`src/rtl/rulog_pkg.sv`:
```
package rulog_pkg;

   // True when sequence number a is not after b.
   // wrap=1: modular compare in a w-bit space; wrap=0: plain magnitude.
   function automatic logic seq_not_after(input logic [31:0] a,
                                          input logic [31:0] b,
                                          input int unsigned w,
                                          input bit          wrap);
      logic [31:0] m;
      logic [31:0] d;
      m = (w >= 32) ? 32'hFFFF_FFFF : ((32'd1 << w) - 32'd1);
      d = (a - b) & m;
      if (wrap) return (d == 32'd0) || (((d >> (w - 1)) & 32'd1) != 32'd0);
      else      return (a & m) <= (b & m);
   endfunction

endpackage

```
`src/rtl/rulog_store.sv`:
```
module rulog_store #(
   parameter int DEPTH  = 16,
   parameter int SEQ_W  = 8,
   parameter int AREG_W = 5,
   parameter int PREG_W = 7,
   parameter int LANES  = 2,
   localparam int PTR_W = $clog2(DEPTH)
) (
   input  logic                              clk,
   input  logic                              wr_en,
   input  logic [PTR_W-1:0]                  wr_idx,
   input  logic [SEQ_W-1:0]                  wr_seq,
   input  logic [AREG_W-1:0]                 wr_areg,
   input  logic [PREG_W-1:0]                 wr_new,
   input  logic [PREG_W-1:0]                 wr_prev,
   input  logic [PTR_W-1:0]                  win_base,
   output logic [LANES-1:0][SEQ_W-1:0]       win_seq,
   output logic [LANES-1:0][PREG_W-1:0]      win_prev,
   input  logic [PTR_W-1:0]                  yng_idx,
   output logic [SEQ_W-1:0]                  yng_seq,
   output logic [AREG_W-1:0]                 yng_areg,
   output logic [PREG_W-1:0]                 yng_new,
   output logic [PREG_W-1:0]                 yng_prev
);

   logic [SEQ_W-1:0]  mem_seq  [DEPTH];
   logic [AREG_W-1:0] mem_areg [DEPTH];
   logic [PREG_W-1:0] mem_new  [DEPTH];
   logic [PREG_W-1:0] mem_prev [DEPTH];

   always_ff @(posedge clk) begin
      if (wr_en) begin
         mem_seq[wr_idx]  <= wr_seq;
         mem_areg[wr_idx] <= wr_areg;
         mem_new[wr_idx]  <= wr_new;
         mem_prev[wr_idx] <= wr_prev;
      end
   end

   // Oldest-end read window, one lane per commit slot.
   generate
      for (genvar g = 0; g < LANES; g++) begin : g_win
         logic [PTR_W-1:0] idx;
         assign idx         = win_base + PTR_W'(g);
         assign win_seq[g]  = mem_seq[idx];
         assign win_prev[g] = mem_prev[idx];
      end
   endgenerate

   // Youngest-end read port for the squash walk.
   assign yng_seq  = mem_seq[yng_idx];
   assign yng_areg = mem_areg[yng_idx];
   assign yng_new  = mem_new[yng_idx];
   assign yng_prev = mem_prev[yng_idx];

endmodule

```
`src/rtl/rulog_retire.sv`:
```
module rulog_retire
   import rulog_pkg::*;
#(
   parameter int DEPTH  = 16,
   parameter int SEQ_W  = 8,
   parameter int PREG_W = 7,
   parameter int LANES  = 2,
   parameter bit WRAP   = 1'b1,
   localparam int CNT_W = $clog2(DEPTH + 1)
) (
   input  logic                         clk,
   input  logic                         rst_n,
   input  logic                         cmt_en,
   input  logic [SEQ_W-1:0]             cmt_seq,
   input  logic [CNT_W-1:0]             occ,
   input  logic [LANES-1:0][SEQ_W-1:0]  win_seq,
   input  logic [LANES-1:0][PREG_W-1:0] win_prev,
   output logic [CNT_W-1:0]             n_ret,
   output logic [LANES-1:0]             rel_valid,
   output logic [LANES-1:0][PREG_W-1:0] rel_preg
);

   logic [LANES-1:0] take;

   // Lane i retires only if every older lane retires too.
   generate
      for (genvar g = 0; g < LANES; g++) begin : g_take
         logic in_range;
         logic old_enough;
         assign in_range   = occ > CNT_W'(g);
         assign old_enough = seq_not_after(32'(win_seq[g]), 32'(cmt_seq), SEQ_W, WRAP);
         if (g == 0) begin : g_first
            assign take[g] = cmt_en && in_range && old_enough;
         end else begin : g_rest
            assign take[g] = take[g-1] && in_range && old_enough;
         end
      end
   endgenerate

   always_comb begin
      n_ret = '0;
      for (int i = 0; i < LANES; i++) n_ret = n_ret + CNT_W'(take[i]);
   end

   always_ff @(posedge clk) begin
      if (!rst_n) begin
         rel_valid <= '0;
         rel_preg  <= '0;
      end else begin
         rel_valid <= take;
         rel_preg  <= win_prev;
      end
   end

   AST_REL_PREFIX: assert property (@(posedge clk) disable iff (!rst_n)
      ((rel_valid & (rel_valid + LANES'(1))) == '0));
   AST_RET_BOUND: assert property (@(posedge clk) disable iff (!rst_n)
      (n_ret <= occ));

endmodule

```
`src/rtl/rulog_unwind.sv`:
```
module rulog_unwind
   import rulog_pkg::*;
#(
   parameter int DEPTH  = 16,
   parameter int SEQ_W  = 8,
   parameter int AREG_W = 5,
   parameter int PREG_W = 7,
   parameter bit WRAP   = 1'b1,
   localparam int CNT_W = $clog2(DEPTH + 1)
) (
   input  logic              clk,
   input  logic              rst_n,
   input  logic              sq_start,
   input  logic [SEQ_W-1:0]  sq_seq,
   input  logic [CNT_W-1:0]  occ,
   input  logic [SEQ_W-1:0]  yng_seq,
   input  logic [AREG_W-1:0] yng_areg,
   input  logic [PREG_W-1:0] yng_new,
   input  logic [PREG_W-1:0] yng_prev,
   output logic              busy,
   output logic              pop,
   output logic              map_wr_en,
   output logic [AREG_W-1:0] map_wr_areg,
   output logic [PREG_W-1:0] map_wr_preg,
   output logic              ret_valid,
   output logic [PREG_W-1:0] ret_preg
);

   logic [SEQ_W-1:0] point_q;
   logic             younger;

   assign younger = !seq_not_after(32'(yng_seq), 32'(point_q), SEQ_W, WRAP);
   assign pop     = busy && (occ != '0) && younger;

   always_ff @(posedge clk) begin
      if (!rst_n) begin
         busy    <= 1'b0;
         point_q <= '0;
      end else if (!busy) begin
         if (sq_start) begin
            busy    <= 1'b1;
            point_q <= sq_seq;
         end
      end else if (!pop) begin
         busy <= 1'b0;
      end
   end

   always_ff @(posedge clk) begin
      if (!rst_n) begin
         map_wr_en   <= 1'b0;
         map_wr_areg <= '0;
         map_wr_preg <= '0;
         ret_valid   <= 1'b0;
         ret_preg    <= '0;
      end else begin
         map_wr_en   <= pop;
         map_wr_areg <= yng_areg;
         map_wr_preg <= yng_prev;
         ret_valid   <= pop;
         ret_preg    <= yng_new;
      end
   end

   AST_UNDO_IN_WALK: assert property (@(posedge clk) disable iff (!rst_n)
      map_wr_en |-> $past(busy));
   AST_EMPTY_ENDS_WALK: assert property (@(posedge clk) disable iff (!rst_n)
      (busy && occ == '0) |=> !busy);

endmodule

```
`src/rtl/rename_undo_log.sv`:
```
module rename_undo_log #(
   parameter int SEQ_W    = 8,
   parameter int AREG_W   = 5,
   parameter int PREG_W   = 7,
   parameter int DEPTH    = 16,
   parameter int COMMIT_W = 2,
   parameter bit SEQ_WRAP = 1'b1,
   localparam int PTR_W   = $clog2(DEPTH),
   localparam int CNT_W   = $clog2(DEPTH + 1)
) (
   input  logic                         clk,
   input  logic                         rst_n,
   input  logic                         app_valid,
   input  logic [SEQ_W-1:0]             app_seq,
   input  logic [AREG_W-1:0]            app_areg,
   input  logic [PREG_W-1:0]            app_new,
   input  logic [PREG_W-1:0]            app_prev,
   output logic                         full,
   output logic                         busy,
   output logic [CNT_W-1:0]             occupancy,
   input  logic                         cmt_valid,
   input  logic [SEQ_W-1:0]             cmt_seq,
   input  logic                         sq_valid,
   input  logic [SEQ_W-1:0]             sq_seq,
   output logic [COMMIT_W-1:0]          fl_rel_valid,
   output logic [COMMIT_W*PREG_W-1:0]   fl_rel_preg,
   output logic                         map_wr_en,
   output logic [AREG_W-1:0]            map_wr_areg,
   output logic [PREG_W-1:0]            map_wr_preg,
   output logic                         fl_ret_valid,
   output logic [PREG_W-1:0]            fl_ret_preg
);

   // Elaboration-time parameter checks.
   generate
      if (DEPTH < 2 || (DEPTH & (DEPTH - 1)) != 0) begin : g_bad_depth
         $error("DEPTH must be a power of two, at least 2");
      end
      if (COMMIT_W < 1 || COMMIT_W > DEPTH) begin : g_bad_cw
         $error("COMMIT_W must lie in 1..DEPTH");
      end
      if (SEQ_W < 2 || SEQ_W > 31) begin : g_bad_seq
         $error("SEQ_W must lie in 2..31");
      end
      if (SEQ_WRAP && (SEQ_W <= 31) && ((1 << (SEQ_W - 1)) < DEPTH)) begin : g_bad_span
         $error("sequence space too small for the in-flight window");
      end
   endgenerate

   logic [PTR_W-1:0] head_q, tail_q;
   logic [CNT_W-1:0] occ_q;
   logic             do_app, cmt_en, sq_start, pop;
   logic [CNT_W-1:0] n_ret;

   logic [COMMIT_W-1:0][SEQ_W-1:0]  win_seq;
   logic [COMMIT_W-1:0][PREG_W-1:0] win_prev;
   logic [COMMIT_W-1:0][PREG_W-1:0] rel_preg;
   logic [SEQ_W-1:0]  yng_seq;
   logic [AREG_W-1:0] yng_areg;
   logic [PREG_W-1:0] yng_new, yng_prev;
   logic [PTR_W-1:0]  yng_idx;

   assign full      = (occ_q == CNT_W'(DEPTH));
   assign occupancy = occ_q;
   assign sq_start  = sq_valid && !busy;
   assign do_app    = app_valid && !full && !busy && !sq_valid;
   assign cmt_en    = cmt_valid && !busy && !sq_valid;
   assign yng_idx   = tail_q - PTR_W'(1);

   rulog_store #(
      .DEPTH(DEPTH), .SEQ_W(SEQ_W), .AREG_W(AREG_W), .PREG_W(PREG_W), .LANES(COMMIT_W)
   ) u_store (
      .clk(clk),
      .wr_en(do_app), .wr_idx(tail_q),
      .wr_seq(app_seq), .wr_areg(app_areg), .wr_new(app_new), .wr_prev(app_prev),
      .win_base(head_q), .win_seq(win_seq), .win_prev(win_prev),
      .yng_idx(yng_idx), .yng_seq(yng_seq), .yng_areg(yng_areg),
      .yng_new(yng_new), .yng_prev(yng_prev)
   );

   rulog_retire #(
      .DEPTH(DEPTH), .SEQ_W(SEQ_W), .PREG_W(PREG_W), .LANES(COMMIT_W), .WRAP(SEQ_WRAP)
   ) u_retire (
      .clk(clk), .rst_n(rst_n),
      .cmt_en(cmt_en), .cmt_seq(cmt_seq), .occ(occ_q),
      .win_seq(win_seq), .win_prev(win_prev),
      .n_ret(n_ret), .rel_valid(fl_rel_valid), .rel_preg(rel_preg)
   );

   assign fl_rel_preg = rel_preg;

   rulog_unwind #(
      .DEPTH(DEPTH), .SEQ_W(SEQ_W), .AREG_W(AREG_W), .PREG_W(PREG_W), .WRAP(SEQ_WRAP)
   ) u_unwind (
      .clk(clk), .rst_n(rst_n),
      .sq_start(sq_start), .sq_seq(sq_seq), .occ(occ_q),
      .yng_seq(yng_seq), .yng_areg(yng_areg), .yng_new(yng_new), .yng_prev(yng_prev),
      .busy(busy), .pop(pop),
      .map_wr_en(map_wr_en), .map_wr_areg(map_wr_areg), .map_wr_preg(map_wr_preg),
      .ret_valid(fl_ret_valid), .ret_preg(fl_ret_preg)
   );

   // Pointer and occupancy bookkeeping; append and retire may share an edge.
   always_ff @(posedge clk) begin
      if (!rst_n) begin
         head_q <= '0;
         tail_q <= '0;
         occ_q  <= '0;
      end else begin
         head_q <= head_q + PTR_W'(n_ret);
         tail_q <= tail_q + PTR_W'(do_app) - PTR_W'(pop);
         occ_q  <= occ_q + CNT_W'(do_app) - n_ret - CNT_W'(pop);
      end
   end

   AST_NO_OVERFLOW: assert property (@(posedge clk) disable iff (!rst_n)
      occ_q <= CNT_W'(DEPTH));
   AST_FULL_DROPS: assert property (@(posedge clk) disable iff (!rst_n)
      (full && app_valid && !cmt_valid && !busy) |=> (occ_q == CNT_W'(DEPTH)));
   AST_WALK_FREEZE: assert property (@(posedge clk) disable iff (!rst_n)
      busy |=> (occ_q <= $past(occ_q)));
   AST_NO_REL_IN_WALK: assert property (@(posedge clk) disable iff (!rst_n)
      $past(busy) |-> (fl_rel_valid == '0));

endmodule

```
`config.mk`:
```
export PLATFORM = sky130hd
export DESIGN_NAME = rename_undo_log
export DESIGN_NICKNAME = d
export VERILOG_FILES = /design/src/rtl/rulog_pkg.sv /design/src/rtl/rulog_store.sv /design/src/rtl/rulog_retire.sv /design/src/rtl/rulog_unwind.sv /design/src/rtl/rename_undo_log.sv
export SDC_FILE = /design/constraint.sdc
export NUM_CORES = 1
export LEC_CHECK = 0
export ABC_AREA = 0
export BUFFER_PORTS_ARGS = -buffer_cell sky130_fd_sc_hd__buf_2
export CORE_MARGIN = 2
export CORE_UTILIZATION = 60
export CTS_BUF_LIST = sky130_fd_sc_hd__clkbuf_16
export DETAILED_ROUTE_END_ITERATION = 8
export PLACE_DENSITY = 0.84
export SYNTH_ARGS = -nofsm -noshare
export SYNTH_HDL_FRONTEND = slang
export SYNTH_SLANG_ARGS = --single-unit
```
`constraint.sdc`:
```
create_clock -name clk -period 8.45 [get_ports clk]
set_clock_uncertainty 0.2 [all_clocks]
set_input_delay 0.4225 -clock clk [delete_from_list [all_inputs] [get_ports clk]]
set_output_delay 0.4225 -clock clk [all_outputs]
set_load 0.005 [all_outputs]
```
# Word-level counts from Yosys, hierarchy flattened
# Memory sizes are Yosys's and may differ from the RTL's. A register that Yosys moved wholly into a read port is not among the register bits.
# Cells that the tools add are included.
[totals]
inputBits = 48
wordCells = 62
ramBits = 432
ff_bits = 25
mem_count = 4
out_inout_bits = 44
[mem_list]
columns = ["memory", "words", "width", "read_ports", "rd_clocked_by_memory_dff", "write_ports", "line_no", "text"]
rows = [
  ["u_store.mem_seq", 16, 8, 3, 1, 1, "rulog_store.sv:26", "logic [SEQ_W-1:0] mem_seq [DEPTH];"],
  ["u_store.mem_new", 16, 7, 1, 1, 1, "rulog_store.sv:28", "logic [PREG_W-1:0] mem_new [DEPTH];"],
  ["u_store.mem_prev", 16, 7, 3, 3, 1, "rulog_store.sv:29", "logic [PREG_W-1:0] mem_prev [DEPTH];"],
  ["u_store.mem_areg", 16, 5, 1, 1, 1, "rulog_store.sv:27", "logic [AREG_W-1:0] mem_areg [DEPTH];"],
]
[op_classes]
n_addsub = 12
magnitude_cmp = 2
reduce_logical = 29
mux = 6
n_bitwise = 1
n_eq_ne = 1
[op_table]
columns = ["operator", "count"]
rows = [
  ["$logic_not A32 Y1", 3],
  ["$sub A8 B8 Y8", 3],
  ["$logic_and A1 B1 Y1", 12],
  ["$gt A5 B1 Y1 const B", 2],
  ["$logic_not A1 Y1", 9],
  ["$add A5 B1 Y5", 1],
  ["$eq A5 B5 Y1 const B", 1],
  ["$mux W1", 5],
  ["$reduce_bool A5 Y1", 1],
  ["$sub A5 B1 Y5", 1],
  ["$sub A5 B5 Y5", 1],
  ["$add A4 B1 Y4", 1],
  ["$add A4 B1 Y4 const B", 1],
  ["$add A4 B4 Y4", 1],
  ["$mux W4", 1],
  ["$sub A4 B1 Y4", 1],
  ["$sub A4 B1 Y4 const B", 1],
  ["$logic_or A1 B1 Y1", 3],
  ["$add A1 B1 Y2", 1],
  ["$reduce_and A2 Y1", 1],
  ["$not A1 Y1", 1],
]

# Depth between registers and ports, before layout
[depth]
ltp_word = 10
depth_mapped = 28
ltp_nobuf = 24

# Cells and area by module
# From an unflattened synthesis, not the netlist that was laid out.
[unflattened]
hier_cells = 1337
area_unflattened_um2 = 23553.8
[by_module_without_submodules]
columns = ["mod", "n_inst", "area_each_um2", "cells_per_inst"]
rows = [
  ["rulog_store", 1, 20155.6, 969],
  ["rulog_unwind", 1, 1266.2, 133],
  ["rulog_retire", 1, 1202.4, 135],
  ["rename_undo_log", 1, 929.6, 100],
]

# Worst setup path before layout
# Ideal clock, no wire load.
[synth_timing]
path_kind = "reg2reg"
start = "register tail_q[0]"
end = "register occ_q[3] (netlist: occupancy[3])"
path_stages_with_launch = 27
path_slack_ps = 1627
path_buffers = 6
required_time_ps = 8122
t_arrival_ps = 6495
path_cell_list = "dfxtp_1 buf_2 buf_2 buf_2 inv_1 ha_1 clkbuf_1 buf_1 buf_1 mux4_2 mux4_2 ha_1 a211oi_1 o21bai_1 a21oi_1 xor2_1 o2111ai_1 o2111ai_1 inv_1 fa_1 fa_1 inv_1 ha_1 inv_1 fa_1 xnor2_1 nor2_1"
[synth_between]
elab_chain_cells = 8
[synth_lines]
columns = ["element", "line_no", "text"]
rows = [
  ["from (decl)", "rename_undo_log.sv:50", "logic [PTR_W-1:0] head_q, tail_q;"],
  ["from (signal assigned)", "rename_undo_log.sv:111", "tail_q <= tail_q + PTR_W'(do_app) - PTR_W'(pop);"],
  ["$sub A4 B1 Y4 (*)", "rename_undo_log.sv:68", "assign yng_idx = tail_q - PTR_W'(1);"],
  ["$mem_v2 Z16 W8 (*)", "n/a", ""],
  ["$sub A8 B8 Y8 (*)", "rulog_pkg.sv:12", "d = (a - b) & m;"],
  ["$logic_not A32 Y1", "rulog_pkg.sv:13", "if (wrap) return (d == 32'd0) || (((d >> (w - 1)) & 32'd1) != 32'd0);"],
  ["$logic_or A1 B1 Y1 (*)", "rulog_pkg.sv:13", ""],
  ["$logic_not A1 Y1 (*)", "rulog_unwind.sv:32", "assign younger = !seq_not_after(32'(yng_seq), 32'(point_q), SEQ_W, WRAP);"],
  ["$logic_and A1 B1 Y1 (*)", "rulog_unwind.sv:33", "assign pop = busy && (occ != '0) && younger;"],
  ["named net pop", "rename_undo_log.sv:52", "logic do_app, cmt_en, sq_start, pop;"],
  ["$sub A5 B1 Y5 (*)", "rename_undo_log.sv:112", "occ_q <= occ_q + CNT_W'(do_app) - n_ret - CNT_W'(pop);"],
  ["to (signal assigned)", "rename_undo_log.sv:112", ""],
  ["to (decl)", "rename_undo_log.sv:51", "logic [CNT_W-1:0] occ_q;"],
]
# Mark *: on every way through the listed nets, which the timed path passes. The rest lies on a longest branch.
# A chain may end at the register's enable or synchronous reset.

# Worst setup path in the final report
[layout_timing]
start = "register tail_q[0]"
end = "register occ_q[4] (netlist: occupancy[4])"
# Same word-level chain as after synthesis.

==> parameters.txt <==
Parameter                              Value

Run status
  Outcome ... completed

Worst setup path
  WP data required ... 8760 ps
  Critical Path Source ... tail_q[0]$_SDFF_PN0_
  CP Capture Type ... flip-flop
  Critical path depth in cells ... 20
  Delay contributed by the slowest stage of the critical path ... 910 ps
  Crit-path slowest cell ... xnor2_2
  Worst Path Buf+Inv ... 3
  Type of the worst setup path ... flip-flop to flip-flop
  Worst path cell trace ... a21boi_0, xnor2_2, buf_4, mux4_2, fa_1, a211oi_1, o21bai_1, a21oi_1, xor2_1, o2111ai_1, o2111ai_1, inv_1, fa_1, fa_1, inv_1, ha_1, a21oi_1, nor2_1, or3_1, a21oi_1
  Kind of launch point of the worst setup path ... flip-flop
  Reg-to-reg critical path startpoint ... tail_q[0]$_SDFF_PN0_
  Gate family responsible for the most delay along the worst path ... compound AO/OA/AOI/OAI gates
  CP arrival ... 7240 ps
  R2R cell count ... 20
  Max Fanout on Critical Path ... 32

Synthesis
  Yosys top cell area share ... 56.07%
  Cell accounting for the most synthesized area ... edfxtp_1
  Register bit total from synthesis ... 490
  Share of flip-flops with an asynchronous set or reset after synthesis ... 0%
  Largest cells by area after synthesis ... edfxtp_1, mux4_2, dfxtp_1
  Number of enable flip-flop cells after synthesis ... 432
  Synth unique cells ... 48
  Ys Warns ... 0
  Most frequently used flop master after synthesis ... edfxtp_1
  Total nets after synthesis ... 1313
  Post-synthesis cell area ... 0.02314 mm^2
  Sequential area share after synthesis ... 61.09%
  Cells after synthesis ... 1212
  Post-synthesis area per instance ... 19.09 um^2

Route
  Iteration count of the initial detailed-routing pass ... 7
  Overall via count from detail_route ... 13042
  Number of DRC violations after detailed-routing iteration 0 ... 1378
  Total detailed-routing wirelength ... 55270 um
  Met3 wire len ... 5163 um
  Mean routed wirelength per cell ... 29.51 um
  Post-detailed-route DRC marker count ... 0
  Routed metal-1 wire length ... 20070 um
  Via density per instance ... 6.963
  Routed length on met2 ... 28040 um
  Highest routed layer ... met5
  Count of nets left with antenna violations after detail routing ... 0

Clock network
  Post-CTS sizing ... 0
  Number of buffers between clock root and the deepest sink ... 3
  Setup fix buffers added after clock tree synthesis ... 0
  Clk slew on worst S/H paths ... 60 ps
  Number of buffers created by CTS ... 48
  Total number of clock tree sinks ... 490
  CTS tree ... done
  Post-cts hold buffer count ... 34
  Source-to-sink clock delay at the later pin of the worst-skew pair ... 610 ps
  Buffer type at the clock tree root ... clkbuf_16
  H-tree levels ... 2

Job
  Max-cap violation count ... 0

Timing
  Max-slew violation count ... 0
  Slew at the pin with the worst max-slew slack ... 1146 ps
  Number of endpoints failing setup at the final stage ... 0
  RSZ-0062 raised after global routing ... false
  Final hold violation count ... 0
  Remaining max-slew budget at the tightest pin ... 23.63%
  Clock period minus worst slack ... 6927 ps
  Max Freq ... 144.4 MHz
  Setup tns final ... 0 ps
  Hold WS ... 30.31 ps
  Period utilisation layout ... 81.98%

Floorplan
  DIE HEIGHT ... 200.4 um
  Num rows ... 71
  DIE WIDTH ... 200.4 um
  Area inside the core boundary ... 0.03784 mm^2
  Initial core utilization ... 61.14%
  Number of I/O pins ... 92
  Area enclosed by the die boundary ... 0.04015 mm^2

Worst hold path
  Path category of the worst min-delay check ... input port to flip-flop
  Cell depth of the worst min-delay path ... 1
  Startpoint of the lowest-slack hold path ... app_seq[7]

Place
  Port Buffers ... 91
  HPWL reported at the end of detailed placement ... 30530 um
  Final estimated routing congestion in global placement ... 0.8254

Final layout
  Diodes inserted ... 0
  Share of layout cells above drive strength 1 ... 33.85%
  Net count, final ... 1425
  Area growth, synth to finish ... 12.06%

GRT
  Congestion Overflow GR ... 0
  Initial antenna violation count ... 1
  Global-route wire length before repair ... 83930 um
  Pin count of the biggest net entering global routing ... 83
  All-Layer GR Usage ... 28.19%
  Number of global-route vias before repair ... 13461

Power and ir drop
  Static leakage ... 8.404 nW
  Worst-case vdd ir drop ... 0.0001893 V
  Power Density ... 276.8 mW/mm^2
-- synth_stat cells, types with 2 or more instances --
library cell	n
a211oi_1	55
a21boi_0	2
a21oi_1	23
and2_1	38
and3_1	19
buf_1	10
buf_2	31
clkbuf_1	36
dfxtp_1	58
edfxtp_1	432
fa_1	8
ha_1	45
inv_1	44
mux2i_1	26
mux4_1	3
mux4_2	256
nand2_1	18
nand2b_1	3
nand3_1	3
nor2_1	29
nor2b_1	6
o2111ai_1	2
o21a_1	4
o21ai_0	13
o221ai_1	2
o31a_1	3
or2_2	2
or3_1	3
xnor2_1	12
xor2_1	8
-- worst paths after layout --
| kind | endpoint | slack (ps) |
|---|---|---|
| worst max register to register | occupancy[4]$_SDFF_PN0_ | 1520 |
| worst min-delay path | u_store.mem_seq[6][7]$_DFFE_PP_ | 30 |
| worst min register to register | u_unwind.point_q[5]$_SDFFE_PN0P_ | 260 |
| worst max-delay path | occupancy[4]$_SDFF_PN0_ | 1520 |
-- logic make-up (layout without fill, tap and decap cells) --
logic type	after synthesis	in the layout	share of synthesized area (%)
DFF	490	490	61.09
muxes	285	285	26.38
and+or+nand+nor	126	126	2.904
buffers and inverters	124	274	2.228
AOI/OAI and AO/OA	112	112	3.326
adders and majority gates	53	53	3.126
xor gates and xnor gates	22	22	0.9464
-- final cells by class --
type / count / area [um^2]
multi-input cells: 598 / 8556
clock buffers: 48 / 1201
inverters: 45 / 168.9
flip-flops and latches: 490 / 14140
well taps: 511 / 639.4
clock inverters: 40 / 291.5
fillers: 2322 / 11920
repair buffers: 141 / 928.4
-- metrics by stage --
stage / instance area, um^2 / setup slack (ps) / power [mW] / cells / util (%)
final: 25930 / 1523 / 7.176 / 1873 / 68.51
after global routing: 25930 / 1082 / 7.472 / 1873 / 68.51
after CTS: 25930 / 1448 / 7.199 / 1873 / 68.51
after detailed placement: 24090 / 1564 / 5.161 / 1751 / 63.67
after global placement: 24090 / 1719 / 5.093 / 1751 / 63.67
after floorplan: 23140 / 1627 / 4.569 / 1212 / -
-- report_power, final --
part | total, mW | leakage (nW) | internal, mW | switching, mW
Sequential | 2.88 | 4.37 | 2.77 | 0.107
Clock | 2.03 | 0.742 | 1.10 | 0.924
Combinational | 2.27 | 3.29 | 1.12 | 1.15
-- registers in the layout (all words and copies together) (netlist names) --
name,cells
u_store.mem_seq,128
u_store.mem_new,112
u_store.mem_prev,112
u_store.mem_areg,80
u_retire.rel_preg,14
u_unwind.point_q,8
u_unwind.map_wr_preg,7
u_unwind.ret_preg,7
occupancy,5
u_unwind.map_wr_areg,5
head_q,4
tail_q,4
u_retire.rel_valid,2
u_unwind.busy,1
u_unwind.map_wr_en,1
-- per-layer routing --
layer	vias to the layer above	global-route usage, %
li1	5301	-
met1	6758	37.07
met2	852	46.75
met3	129	5.776
met4	2	11.51
met5	-	0
-- layout by cell type (no fill, tap or decap), types with 4 or more instances in the layout --
master and instances:
mux2i_1 26, edfxtp_1 432, nor2_1 29, clkinvlp_4 4
dlygate4sd3_1 34, dfxtp_1 55, clkinv_2 9, clkinv_1 15
and3_2 16, and2_1 38, xor2_1 7, nand2_1 18
xnor2_1 10, clkbuf_16 48, a21oi_1 23, a211oi_1 55
mux4_2 256, o21a_1 4, inv_1 50, buf_2 91
nor2b_1 6, o21ai_0 13, buf_4 15, fa_1 8
ha_1 43
No activity file was read; power rests on OpenSTA's default activity.
